## config.mk

```make
export PLATFORM = sky130hd
export DESIGN_NAME = pixmul_unit
export DESIGN_NICKNAME = d
export VERILOG_FILES = /design/src/rtl/pixmul_pkg.sv /design/src/rtl/pixmul_lane.sv /design/src/rtl/pixmul_ctrl.sv /design/src/rtl/pixmul_dp.sv /design/src/rtl/pixmul_unit.sv
export SDC_FILE = /design/constraint.sdc
export NUM_CORES = 2
export LEC_CHECK = 0
export ABC_AREA = 1
export CAP_MARGIN = 10
export CELL_PAD_IN_SITES_DETAIL_PLACEMENT = 0
export CELL_PAD_IN_SITES_GLOBAL_PLACEMENT = 1
export CORE_MARGIN = 1
export CORE_UTILIZATION = 40
export CTS_CLUSTER_DIAMETER = 40
export CTS_CLUSTER_SIZE = 14
export DETAILED_ROUTE_END_ITERATION = 12
export PLACE_DENSITY = 0.82
export REMOVE_ABC_BUFFERS = 1
export SLEW_MARGIN = 20
export SYNTH_ARGS = -nofsm -noshare
export SYNTH_HDL_FRONTEND = slang
export SYNTH_SLANG_ARGS = --single-unit
```

## constraint.sdc

```tcl
create_clock -name clk -period 8.5 [get_ports clk]
set_clock_uncertainty 0.2 [all_clocks]
set_input_delay 1.7 -clock clk [delete_from_list [all_inputs] [get_ports clk]]
set_output_delay 1.7 -clock clk [all_outputs]
set_load 0.01 [all_outputs]
```

## src/rtl/pixmul_pkg.sv

```systemverilog
package pixmul_pkg;

  localparam logic [8:0] OPC_BASIC    = 9'h031;
  localparam logic [8:0] OPC_ALPHA_HI = 9'h033;
  localparam logic [8:0] OPC_ALPHA_LO = 9'h035;
  localparam logic [8:0] OPC_BYTE_HI  = 9'h036;
  localparam logic [8:0] OPC_BYTE_LO  = 9'h037;
  localparam logic [8:0] OPC_PAIR_HI  = 9'h038;
  localparam logic [8:0] OPC_PAIR_LO  = 9'h039;

  // where a lane's pixel byte comes from
  typedef enum logic [1:0] {
    PIX_PACKED = 2'd0,
    PIX_UPPER  = 2'd1,
    PIX_LOWER  = 2'd2
  } pixSel_e;

  // where a lane's coefficient comes from
  typedef enum logic [1:0] {
    COEF_LANE  = 2'd0,
    COEF_UPPER = 2'd1,
    COEF_LOWER = 2'd2
  } coefSel_e;

  typedef struct packed {
    logic     load;
    logic     known;
    logic     twoLane;
    pixSel_e  pixSel;
    coefSel_e coefSel;
  } strobe_t;

endpackage

```

## src/rtl/pixmul_lane.sv

```systemverilog
module pixmul_lane #(
  parameter int PIX_W  = 8,
  parameter int COEF_W = 16
) (
  input  logic [PIX_W-1:0]  pix,
  input  logic [COEF_W-1:0] coef,
  output logic [COEF_W-1:0] mid
);
  localparam int PROD_W = PIX_W + COEF_W + 1;

  logic signed [PROD_W-1:0] prod;

  // pixel is zero-extended so that it multiplies as unsigned
  assign prod = $signed({1'b0, pix}) * $signed(coef);
  // keep the middle field, add the rounding bit, wrap within the field
  assign mid  = prod[PIX_W+COEF_W-1:PIX_W] + {{(COEF_W-1){1'b0}}, prod[PIX_W-1]};
endmodule

```

## src/rtl/pixmul_ctrl.sv

```systemverilog
module pixmul_ctrl
  import pixmul_pkg::*;
(
  input  logic       clk,
  input  logic       rstN,
  input  logic       inValid,
  input  logic [8:0] opCode,
  output strobe_t    strb,
  output logic       outValid
);

  always_comb begin
    strb         = '0;
    strb.load    = inValid;
    strb.pixSel  = PIX_PACKED;
    strb.coefSel = COEF_LANE;
    unique case (opCode)
      OPC_BASIC:    strb.known = 1'b1;
      OPC_ALPHA_HI: begin strb.known = 1'b1; strb.coefSel = COEF_UPPER; end
      OPC_ALPHA_LO: begin strb.known = 1'b1; strb.coefSel = COEF_LOWER; end
      OPC_BYTE_HI:  begin strb.known = 1'b1; strb.pixSel  = PIX_UPPER;  end
      OPC_BYTE_LO:  begin strb.known = 1'b1; strb.pixSel  = PIX_LOWER;  end
      OPC_PAIR_HI:  begin strb.known = 1'b1; strb.pixSel  = PIX_UPPER; strb.twoLane = 1'b1; end
      OPC_PAIR_LO:  begin strb.known = 1'b1; strb.pixSel  = PIX_LOWER; strb.twoLane = 1'b1; end
      default:      strb.known = 1'b0;
    endcase
  end

  always_ff @(posedge clk) begin
    if (!rstN) outValid <= 1'b0;
    else       outValid <= inValid;
  end

  // valid follows the input strobe by one cycle
  a_r7_valid_next: assert property (@(posedge clk) disable iff (!rstN)
    inValid |=> outValid);
  // no output valid after an idle cycle
  a_r8_idle_low: assert property (@(posedge clk) disable iff (!rstN)
    !inValid |=> !outValid);

endmodule

```

## src/rtl/pixmul_dp.sv

```systemverilog
module pixmul_dp
  import pixmul_pkg::*;
#(
  parameter int PIX_W    = 8,
  parameter int COEF_W   = 16,
  parameter int LANES    = 4,
  parameter int PAIR_OFS = 7
) (
  input  logic                    clk,
  input  logic                    rstN,
  input  strobe_t                 strb,
  input  logic [LANES*COEF_W-1:0] srcA,
  input  logic [LANES*COEF_W-1:0] srcB,
  output logic [LANES*COEF_W-1:0] result
);
  localparam int OUT_W      = LANES * COEF_W;
  localparam int PAIR_LANES = LANES / 2;
  localparam int PAIR_PITCH = 2 * COEF_W;

  logic [LANES-1:0][COEF_W-1:0] laneMid;
  logic [OUT_W-1:0]             nextResult;

  for (genvar i = 0; i < LANES; i++) begin : g_lane
    logic [PIX_W-1:0]  pix;
    logic [COEF_W-1:0] coef;

    always_comb begin
      unique case (strb.pixSel)
        PIX_UPPER: pix = srcA[i*COEF_W+PIX_W +: PIX_W];
        PIX_LOWER: pix = srcA[i*COEF_W +: PIX_W];
        default:   pix = srcA[i*PIX_W +: PIX_W];
      endcase
      unique case (strb.coefSel)
        COEF_UPPER: coef = srcB[COEF_W +: COEF_W];
        COEF_LOWER: coef = srcB[0 +: COEF_W];
        default:    coef = srcB[i*COEF_W +: COEF_W];
      endcase
    end

    pixmul_lane #(.PIX_W(PIX_W), .COEF_W(COEF_W)) u_lane (
      .pix  (pix),
      .coef (coef),
      .mid  (laneMid[i])
    );
  end

  always_comb begin
    nextResult = '0;
    if (strb.known) begin
      if (strb.twoLane) begin
        for (int i = 0; i < PAIR_LANES; i++)
          nextResult[i*PAIR_PITCH+PAIR_OFS +: COEF_W] = laneMid[i];
      end else begin
        for (int i = 0; i < LANES; i++)
          nextResult[i*COEF_W +: COEF_W] = laneMid[i];
      end
    end
  end

  always_ff @(posedge clk) begin
    if (!rstN)          result <= '0;
    else if (strb.load) result <= nextResult;
  end

  // the result register holds across idle cycles
  a_r8_result_hold: assert property (@(posedge clk) disable iff (!rstN)
    !strb.load |=> $stable(result));

endmodule

```

## src/rtl/pixmul_unit.sv

```systemverilog
module pixmul_unit
  import pixmul_pkg::*;
#(
  parameter int PIX_W    = 8,
  parameter int COEF_W   = 16,
  parameter int LANES    = 4,
  parameter int PAIR_OFS = 7
) (
  input  logic                    clk,
  input  logic                    rstN,
  input  logic                    inValid,
  input  logic [8:0]              opCode,
  input  logic [LANES*COEF_W-1:0] srcA,
  input  logic [LANES*COEF_W-1:0] srcB,
  output logic                    outValid,
  output logic [LANES*COEF_W-1:0] result
);
  localparam int OUT_W = LANES * COEF_W;

  strobe_t strb;

  pixmul_ctrl u_ctrl (
    .clk      (clk),
    .rstN     (rstN),
    .inValid  (inValid),
    .opCode   (opCode),
    .strb     (strb),
    .outValid (outValid)
  );

  pixmul_dp #(
    .PIX_W    (PIX_W),
    .COEF_W   (COEF_W),
    .LANES    (LANES),
    .PAIR_OFS (PAIR_OFS)
  ) u_dp (
    .clk    (clk),
    .rstN   (rstN),
    .strb   (strb),
    .srcA   (srcA),
    .srcB   (srcB),
    .result (result)
  );

  function automatic logic [OUT_W-1:0] pairFieldMask();
    logic [OUT_W-1:0] m;
    m = '0;
    for (int i = 0; i < LANES / 2; i++)
      m[i*2*COEF_W+PAIR_OFS +: COEF_W] = '1;
    return m;
  endfunction

  localparam logic [OUT_W-1:0] PAIR_MASK = pairFieldMask();

  logic isPair;
  logic isKnown;
  assign isPair  = (opCode == OPC_PAIR_HI) || (opCode == OPC_PAIR_LO);
  assign isKnown = isPair || (opCode == OPC_BASIC) || (opCode == OPC_ALPHA_HI) ||
                   (opCode == OPC_ALPHA_LO) || (opCode == OPC_BYTE_HI) ||
                   (opCode == OPC_BYTE_LO);

  // bits outside the two placed lanes stay zero
  a_r5_pair_gaps_zero: assert property (@(posedge clk) disable iff (!rstN)
    (inValid && isPair) |=> ((result & ~PAIR_MASK) == '0));
  // unknown codes give a zero result
  a_r6_unknown_zero: assert property (@(posedge clk) disable iff (!rstN)
    (inValid && !isKnown) |=> (result == '0));

endmodule

```

==> results.json <==
{
  "first_global_vias": 25200,
  "critPathMostFrequentCell": "buf_4",
  "cts.path.max_buffers": 2,
  "critical_path_arrival_ns": 8.68,
  "critical_path.slowest_cell": "fa_1",
  "placedCellCount": 5007,
  "clockPowerShare": 0.028,
  "fmax_ghz": 0.117,
  "fin_crit_sh": 1.01,
  "required_ns": 8.60,
  "die_area_um2": 59800,
  "failed_checks": "setup timing",
  "hold_class": "reg -> reg",
  "worst_slew_pin_slew_ns": 1.17,
  "ys_seq_elements": 65,
  "drtIter0Drc": 1725,
  "ctsHoldBuffers": 0,
  "syn_avg_cell_area_um2": 6.90,
  "fin_nets": 5096,
  "drive_above_1_share": 0.308,
  "cts.sink_count": 65,
  "viasPerCell": 4.93,
  "route.detailed.drc": 0,
  "reg2reg_to": "u_dp.result[21]",
  "synth_area_um2": 23500,
  "vias": 25400,
  "numCtsBuffers": 9,
  "met3_usage": 0.0553,
  "final_cell_mix": "buf_4, inv_1, nand2_1",
  "power.density_nw_per_um2": 437,
  "core_area_um2": 57900,
  "combPwrFrac": 0.952,
  "async_flop_share": 0,
  "final_common_cell": "buf_4",
  "rr_worst_depth": 4,
  "whs_ns": 0.262,
  "min_path_cells": 2,
  "power_leakage_nw": 18.0,
  "r2r_start": "u_dp.result[21]",
  "p_switching_mw": 7.91,
  "ir_drop_uv": 404,
  "drt-total-wl_um": 85200,
  "firstDrtPassIters": 6,
  "cts_tree": "yes",
  "synth_edf_count": 0,
  "grt-ovfl-total": 0,
  "r2r_slack_ns": 7.48,
  "grt_use_total": 0.279,
  "grt_max_degree": 66,
  "root_buffer": "clkbuf_16",
  "grt_pass1_wl_um": 130000,
  "cts.clk_slew.worst_paths_ns": 0.06,
  "min_period_ns": 8.58,
  "drtAntennaViolNets": 0,
  "ys_types": 56,
  "synthCells": 3411,
  "worst_slack_ns": -0.0766,
  "drv_cap": 0,
  "cp_max_fo": 8,
  "met2_usage": 0.461,
  "fin_util": 0.609,
  "sequentialPowerShare": 0.020,
  "ios": 205,
  "start_kind": "input port",
  "die_w_um": 245,
  "fp-row-count": 88,
  "cpPeakStageDelay_ns": 0.55,
  "final_hold_viol_count": 0,
  "path_class": "in -> reg",
  "portBuffers": 204,
  "worstSkewPairLatency_ns": 0.37,
  "wl_per_cell_um": 16.5,
  "setup_viol": 11,
  "p_sw_frac": 0.512,
  "stdcell_count": 5150,
  "ys_seq_area_frac": 0.0553,
  "start_util": 0.407,
  "slew_violations": 0,
  "htree_levels": 3,
  "worstHoldEndpoint": "u_dp.result[27]",
  "rsz0062_at_grt": "yes",
  "grtUsageMet1": 0.360,
  "p_int_mw": 7.53,
  "crit_path_end_kind": "flip-flop",
  "yosysWarnings": 0,
  "synth_ff_type": "dfxtp_1",
  "area_growth_pct": 49.9,
  "status": "finished, violations left",
  "worstHoldStart": "u_dp.result[27]",
  "dieHeight_um": 245,
  "place_congestion": 0.973,
  "grt-busiest-layer": "met2",
  "slew_headroom": 0.214,
  "pre_cts_ws_ns": -1.47,
  "place_hpwl_um": 71000,
  "antenna_found_initial": 4
}
flip-flops by register name, summed over array words and instances, names as in the netlist:
name             count
u_dp.result         64
u_ctrl.outValid      1
cells in the mapped netlist, types with 2 or more instances:
cell	instances	area share
ha_1	184	0.098
nor2_1	402	0.064
o21a_1	9	0.0029
nand3b_1	16	0.0051
buf_2	6	0.0013
a22oi_1	3	0.00096
o21ai_2	5	0.0019
nand3_2	10	0.0043
nand3_1	161	0.034
nor2_2	10	0.0027
buf_1	5	0.00080
o211ai_1	6	0.0019
dfxtp_1	65	0.055
a21oi_1	149	0.032
nor3_1	29	0.0062
a22o_1	2	0.00074
o21bai_1	8	0.0026
nand2_1	774	0.12
a21o_1	5	0.0016
xnor2_1	24	0.0089
clkbuf_1	53	0.0084
a31oi_1	9	0.0024
a221o_1	18	0.0077
nand2_2	12	0.0032
nor2_4	8	0.0038
fa_1	396	0.34
xor2_1	30	0.011
inv_2	9	0.0014
buf_4	4	0.0013
a21boi_0	2	0.00064
nand4_1	19	0.0050
or2_2	14	0.0037
or2_1	2	0.00053
and2_1	2	0.00053
inv_1	810	0.13
clkinv_2	2	0.00043
xor2_2	2	0.0014
buf_6	2	0.00096
o21ai_0	97	0.021
o21ai_1	25	0.0053
nor4_1	7	0.0019
worst max-delay path by stage:
stage | startpoint | end | cells past startpoint
floorplan | opCode[8] | u_dp.result[28] | 36
global placement | opCode[5] | u_dp.result[47] | 43
detailed placement | opCode[5] | u_dp.result[47] | 43
CTS | opCode[4] | u_dp.result[47] | 42
global route | opCode[8] | u_dp.result[61] | 47
finish | opCode[8] | u_dp.result[49] | 39
worst max-delay path, delay by kind of cell:
| family | cells | cell delay, ns |
|---|---|---|
| AO/OA/AOI/OAI | 7 | 1.36 |
| buffers and inverters | 13 | 1.43 |
| AND/OR/NAND/NOR | 13 | 1.74 |
| adder cells (fa/ha/maj) | 6 | 2.42 |
power groups by stage:
| stage | clock network [mW] | registers (mW) | logic, mW |
|---|---|---|---|
| floorplan | 0 | 0.321 | 6.41 |
| global placement | 0 | 0.320 | 11.7 |
| detailed placement | 0 | 0.320 | 11.8 |
| CTS | 0.442 | 0.313 | 12.2 |
| global route | 0.449 | 0.313 | 16.2 |
| finish | 0.429 | 0.313 | 14.7 |
routing by layer:
| layer | up-vias | wire (µm) |
|---|---|---|
| met2 | 802 | 39700 |
| met3 | 152 | 6760 |
| li1 | 12200 | - |
| met1 | 12200 | 35600 |
| met5 | - | 0 |
| met4 | 0 | 3130 |
repair_timing:
item	4_1_cts	5_1_grt
setup buffers	58	66
gates resized for setup	108	520
setup endpoints to repair	60	64
pin swaps	16	226
cloned	2	2
area by class of cell:
type	count	area [µm²]
Antenna cell	5	12.5
Timing Repair inverter	2	13.8
Fill cell	5269	22600
Multi-Input combinational cell	2454	21000
Sequential cell	65	1300
Clock inverter	5	80.1
Inverter	822	3160
Timing Repair Buffer	1022	8520
Clock buffer	10	239
Tap cell	765	957
cells by family after synthesis:
logic type                 synth area share
and+or+nand+nor                       0.260
adders and majority gates             0.435
buffers and inverters                 0.144
xor gates and xnor gates             0.0215
muxes                              0.000478
DFF                                  0.0553
AOI/OAI and AO/OA                    0.0848
through the flow:
stage / setup TNS [ns] / instance area, µm² / total power, mW
after global routing: -9.58 / 35300 / 17.0
after global placement: -59.92 / 31700 / 12.0
after floorplan: -9.25 / 23200 / 6.73
final: -0.425 / 35300 / 15.4
after CTS: -0.00114 / 32800 / 13.0
after detailed placement: -63.26 / 31700 / 12.1
No activity file was read; power rests on OpenSTA's default activity.
